$ cat src/rtl/i2c_tmo_pkg.sv
package i2c_tmo_pkg;
  // width of the stall counter
  localparam int unsigned TMO_CNT_W    = 14;
  // log2 of the slow-mode division ratio (2 -> divide by four)
  localparam int unsigned TMO_DIV_LOG2 = 2;
endpackage

$ cat src/rtl/i2c_tmo_presc.sv
module i2c_tmo_presc #(
  parameter int unsigned DIV_LOG2 = i2c_tmo_pkg::TMO_DIV_LOG2
) (
  input  logic clk,
  input  logic rst_n,
  input  logic arm_i,
  input  logic slow_i,
  output logic tick_o
);
  generate
    if (DIV_LOG2 == 0) begin : g_nodiv
      assign tick_o = arm_i;
    end else begin : g_div
      logic [DIV_LOG2-1:0] pre_q, pre_d;

      always_comb begin
        pre_d = pre_q;
        if (!arm_i || !slow_i) begin
          pre_d = '0;
        end else begin
          pre_d = pre_q + 1'b1;
        end
      end

      always_ff @(posedge clk or negedge rst_n) begin
        if (!rst_n) begin
          pre_q <= '0;
        end else begin
          pre_q <= pre_d;
        end
      end

      assign tick_o = arm_i && (!slow_i || (pre_q == {DIV_LOG2{1'b1}}));

      AST_PRE_IDLE: assert property (@(posedge clk) disable iff (!rst_n)
        (!arm_i) |=> (!tick_o || !slow_i));
    end
  endgenerate
endmodule

$ cat src/rtl/i2c_tmo_count.sv
module i2c_tmo_count #(
  parameter int unsigned CNT_W = i2c_tmo_pkg::TMO_CNT_W
) (
  input  logic             clk,
  input  logic             rst_n,
  input  logic             arm_i,
  input  logic             tick_i,
  output logic [CNT_W-1:0] cnt_o,
  output logic             spent_o,
  output logic             wrap_o
);
  logic [CNT_W-1:0] cnt_q, cnt_d;
  logic             spent_q, spent_d;
  logic             at_top;

  assign at_top = (cnt_q == {CNT_W{1'b1}});
  assign wrap_o = arm_i && !spent_q && tick_i && at_top;

  always_comb begin
    cnt_d   = cnt_q;
    spent_d = spent_q;
    if (!arm_i) begin
      cnt_d   = '0;
      spent_d = 1'b0;
    end else if (!spent_q && tick_i) begin
      cnt_d = cnt_q + 1'b1;
      if (at_top) begin
        spent_d = 1'b1;
      end
    end
  end

  always_ff @(posedge clk or negedge rst_n) begin
    if (!rst_n) begin
      cnt_q   <= '0;
      spent_q <= 1'b0;
    end else begin
      cnt_q   <= cnt_d;
      spent_q <= spent_d;
    end
  end

  assign cnt_o   = cnt_q;
  assign spent_o = spent_q;

  AST_COUNT_STEP: assert property (@(posedge clk) disable iff (!rst_n)
    (cnt_q != $past(cnt_q)) |-> ((cnt_q == $past(cnt_q) + 1'b1) || (cnt_q == '0)));
  AST_SPENT_AT_ZERO: assert property (@(posedge clk) disable iff (!rst_n)
    spent_q |-> (cnt_q == '0));
  AST_SPENT_STAYS: assert property (@(posedge clk) disable iff (!rst_n)
    (spent_q && arm_i) |=> spent_q);
endmodule

$ cat src/rtl/i2c_tmo_flag.sv
module i2c_tmo_flag (
  input  logic clk,
  input  logic rst_n,
  input  logic set_i,
  input  logic clr_i,
  output logic flag_o
);
  logic flag_q, flag_d;

  always_comb begin
    flag_d = flag_q;
    if (set_i) begin
      flag_d = 1'b1;
    end else if (clr_i) begin
      flag_d = 1'b0;
    end
  end

  always_ff @(posedge clk or negedge rst_n) begin
    if (!rst_n) begin
      flag_q <= 1'b0;
    end else begin
      flag_q <= flag_d;
    end
  end

  assign flag_o = flag_q;

  AST_FLAG_STICKY: assert property (@(posedge clk) disable iff (!rst_n)
    (flag_q && !clr_i) |=> flag_q);
  AST_CLEAR_TAKES: assert property (@(posedge clk) disable iff (!rst_n)
    (clr_i && !set_i) |=> !flag_q);
  AST_SET_WINS: assert property (@(posedge clk) disable iff (!rst_n)
    (set_i && clr_i) |=> flag_q);
endmodule

$ cat src/rtl/i2c_tmo_wdog.sv
module i2c_tmo_wdog #(
  parameter int unsigned CNT_W    = i2c_tmo_pkg::TMO_CNT_W,
  parameter int unsigned DIV_LOG2 = i2c_tmo_pkg::TMO_DIV_LOG2
) (
  input  logic clk,
  input  logic rst_n,
  input  logic sif_i,
  input  logic tmo_en_i,
  input  logic div4_i,
  input  logic irq_en_i,
  input  logic flag_clr_i,
  output logic tmo_flag_o,
  output logic irq_o
);
  logic             base_arm;
  logic             pre_arm;
  logic             tick;
  logic [CNT_W-1:0] cnt;
  logic             spent;
  logic             wrap;

  assign base_arm = tmo_en_i && !sif_i;
  assign pre_arm  = base_arm && !spent;

  i2c_tmo_presc #(.DIV_LOG2(DIV_LOG2)) u_presc (
    .clk    (clk),
    .rst_n  (rst_n),
    .arm_i  (pre_arm),
    .slow_i (div4_i),
    .tick_o (tick)
  );

  i2c_tmo_count #(.CNT_W(CNT_W)) u_count (
    .clk     (clk),
    .rst_n   (rst_n),
    .arm_i   (base_arm),
    .tick_i  (tick),
    .cnt_o   (cnt),
    .spent_o (spent),
    .wrap_o  (wrap)
  );

  i2c_tmo_flag u_flag (
    .clk    (clk),
    .rst_n  (rst_n),
    .set_i  (wrap),
    .clr_i  (flag_clr_i),
    .flag_o (tmo_flag_o)
  );

  assign irq_o = tmo_flag_o && irq_en_i;

  AST_SI_HOLDS_ZERO: assert property (@(posedge clk) disable iff (!rst_n)
    sif_i |=> (cnt == '0));
  AST_DISABLED_ZERO: assert property (@(posedge clk) disable iff (!rst_n)
    !tmo_en_i |=> (cnt == '0));
  AST_DISABLED_NO_SET: assert property (@(posedge clk) disable iff (!rst_n)
    (!tmo_en_i && !tmo_flag_o) |=> !tmo_flag_o);
  AST_DISABLED_KEEPS_FLAG: assert property (@(posedge clk) disable iff (!rst_n)
    (!tmo_en_i && tmo_flag_o && !flag_clr_i) |=> tmo_flag_o);
  AST_DIV4_GAP: assert property (@(posedge clk) disable iff (!rst_n)
    ((DIV_LOG2 > 0) && div4_i && $past(div4_i) && (cnt == $past(cnt) + 1'b1))
      |=> ((cnt == $past(cnt)) || (cnt == '0)));
endmodule

$ cat config.mk
export PLATFORM = sky130hd
export DESIGN_NAME = i2c_tmo_wdog
export DESIGN_NICKNAME = d
export VERILOG_FILES = /design/src/rtl/i2c_tmo_pkg.sv /design/src/rtl/i2c_tmo_presc.sv /design/src/rtl/i2c_tmo_count.sv /design/src/rtl/i2c_tmo_flag.sv /design/src/rtl/i2c_tmo_wdog.sv
export SDC_FILE = /design/constraint.sdc
export NUM_CORES = 1
export LEC_CHECK = 0
export BUFFER_PORTS_ARGS = -buffer_cell sky130_fd_sc_hd__clkbuf_2
export CORE_AREA = 2 2 49 51
export CTS_BUF_LIST = sky130_fd_sc_hd__clkbuf_8
export DETAILED_ROUTE_END_ITERATION = 10
export DIE_AREA = 0 0 51 53
export PLACE_DENSITY = 0.68
export SETUP_SLACK_MARGIN = 0.02
export SLEW_MARGIN = 20
export SYNTH_ARGS = -nofsm -noshare
export SYNTH_HDL_FRONTEND = slang
export SYNTH_SLANG_ARGS = --single-unit
$ cat constraint.sdc
create_clock -name clk -period 2.85 [get_ports clk]
set_input_delay 0.4275 -clock clk [delete_from_list [all_inputs] [get_ports clk]]
set_output_delay 0.4275 -clock clk [all_outputs]
set_load 0.02 [all_outputs]
==> metrics.txt <==
Area growth syn-to-layout=13.03%; R2R setup slack=around 1200 ps; synth top area cells=dfrtp_1 48%, nor2_1 4.8%, xnor2_1 4.7%, a31o_1 2.8%, xor2_1 2.8%; Yosys top cell area share=0.4787; DRC errors left=0; Max FO, Critical Path=7; post-synthesis mux area share=0; most frequent cell after synthesis=dfrtp_1; Antenna Nets Post-Route=0; peak supply drop=304.3 uV; vias=just under 700; port bufs=8; gpl congestion=~0.82; Routed Wire Length=between 1500 and 2000 um; final period utilization=0.5835; Final Slew Violations=0; power per cell area=456.9 nW/um2; Clk pin slew, worst setup/hold paths=around 70 ps; Max Cap Violations=0; share of cells above drive strength 1=0.1818; Syn Area/Cell=roughly 11 um2; Worst R2R Start=u_presc.g_div.pre_q[0]$_DFF_PN0_; post-synthesis async set-or-reset flop share=1.000; H-tree levels=1; CP endpoint kind=flop; Total Routing Usage GR=0.1377; flops & latches, synth=18; min-delay worst type=in -> async; chip width=~51 um; Crit path arrival time=~1900 ps; WL/cell=around 13 um; Initial Utilization=0.4380; post-cts sizing count=0; Final Skew=1.937 ps; fmax=approximately 600 MHz; outcome=finished, final reports clean; first-pass GRT wire length=2787 um; RSZ-0062 raised after global routing=false; hold-fix buffer count after cts=0; crit path to=u_count.cnt_o[13]$_DFFE_PN0P_; synth warn=0; post-synth top area cell=dfrtp_1; Net Count, Synth=98; Max-slew headroom=0.6119; Compound-Gate Fraction of Synth Area=0.09574; setup violators final=0; cell area after synthesis=approximately 940 um2; reg-to-reg critical path endpoint=u_count.cnt_o[13]$_DFFE_PN0P_; initial antenna violation count=0; CTS Buf Count=3; Seq/Total Area, Yosys=0.4787; GRT Residual Overflow=0; final hold vios=0; top cells by count, synth=18 x dfrtp_1, 12 x nor2_1, 6 x nand2_1; setup tns final=0 ps; CTS tree=done; Post-synth EDFFs=0; fin crit period=around 1700 ps; Post-Synth Simple-Gate Area=0.3085; clk sinks=18; buffer count from post-CTS setup fixing=0; Ports=9; R2R cell count=5; kind of launch point of the worst setup path=flop; iteration-0 DRC count of the detailed router=7; Root Buffer=clkbuf_8; vias in the first global route=632; first drt pass iteration count=4; via/cell ratio=about 5.3; static leakage=a little over 0.5 nW; Cells after Synth=between 80 and 90; Skew-Pair Late Insertion Delay=250 ps; worst-margin pin slew=between 500 and 600 ps; nets=about 110; Post-Synth Adder-Cell Area=0.02660; Core Area=2148 um2; Setup CP Type=reg -> reg; deepest clock path buffer count=2; diode count=0; Distinct cells, synth=30; largest net degree at the start of global routing=19; row cnt=17; Worst Setup SP=u_presc.g_div.pre_q[0]$_DFF_PN0_; Synth Area in XOR/XNOR=0.07447; hold_ws=roughly 110 ps; largest family of logic cells by synthesized area=simple AND/OR/NAND/NOR gates; placed wire-length estimate=around 1200 um; Worst Path Required=between 3000 and 4000 ps; Chip Height=about 53 um; Synth Flop Type=dfrtp_1; Die Area=around 2700 um2; Power, Total=just under 0.0005 W
-- cell type report --
class | instances | area [um2]
clock buffer | 4 | 55.05
fill | 182 | 1085
inverter | 2 | 7.507
multi-input combinational | 67 | 475.5
sequential | 18 | 450.4
tap | 28 | 35.03
timing repair buffer | 8 | 40.04
-- cell usage in the layout (no fill, tap or decap) --
master    netlist  final
a211oi_1        1      1
a21oi_1         5      5
a22o_1          1      1
a31o_1          3      3
and2_1          2      2
and3_1          2      2
and3b_2         1      1
and4_4          1      1
and4b_2         1      1
clkbuf_2        0      8
clkbuf_8        0      4
dfrtp_1        18     18
ha_1            2      2
inv_1           2      2
nand2_1         6      6
nand2b_1        2      2
nand3_1         2      2
nand3b_4        1      1
nand4_1         1      1
nand4_4         1      1
nor2_1         12     12
nor2b_1         2      2
nor3b_1         3      3
nor4_1          1      1
nor4b_1         2      2
nor4b_4         1      1
o21a_1          1      1
o21ai_0         3      3
or3_1           2      2
xnor2_1         5      5
xor2_1          3      3
-- per-stage QoR --
step	util	cell area (um2)	worst slack, ps	cells
5_1_grt	0.4951	1064	1086	127
2_1_floorplan	-	940.9	1396	89
4_1_cts	0.4951	1064	1184	127
3_5_place_dp	0.4694	1008	1197	123
6_report	0.4951	1064	1187	127
3_3_place_gp	0.4694	1008	1262	123
-- cell families after synthesis --
family	Yosys count
xor+xnor	8
simple gates	43
fa+ha+maj	2
compound gates	14
buf+inv	4
flops	18
-- worst min-delay path by stage --
stage	end	slack [ps]	depth (start not counted)
final	u_count.cnt_o[6]$_DFFE_PN0P_	110	1
after detailed placement	u_count.cnt_o[6]$_DFFE_PN0P_	390	1
after global placement	u_count.cnt_o[6]$_DFFE_PN0P_	390	1
after global routing	u_count.cnt_o[6]$_DFFE_PN0P_	150	1
after floorplan	u_count.cnt_o[0]$_DFFE_PN0P_	130	0
after CTS	u_count.cnt_o[6]$_DFFE_PN0P_	120	1
-- critical path: stages, from the launching register on --
cell and delay [ps]:
dfrtp_1 390, ha_1 210, nor2b_1 450, nor4b_4 140, a211oi_1 270, a31o_1 140
-- registers in the layout, summed over array words and instances, names as in the netlist --
signal,count
u_presc.g_div.pre_q,2
u_count.spent_o,1
u_count.cnt_o,14
u_flag.flag_o,1
-- routing by layer --
metal / vias up / global-route usage / wire length (um)
met4: 0 / 0.05405 / 13
met1: 326 / 0.1818 / 782
met5: - / 0 / 0
met2: 11 / 0.2273 / 744
li1: 336 / - / -
met3: 2 / 0.01977 / 56
-- report_power, final --
part	internal (W)	switching (W)	leakage (nW)
combinational	0.00000717	0.0000159	0.225
clock	0.000122	0.0000816	0.0288
sequential	0.000257	0.00000178	0.250
(Power assumes the default switching activity.)
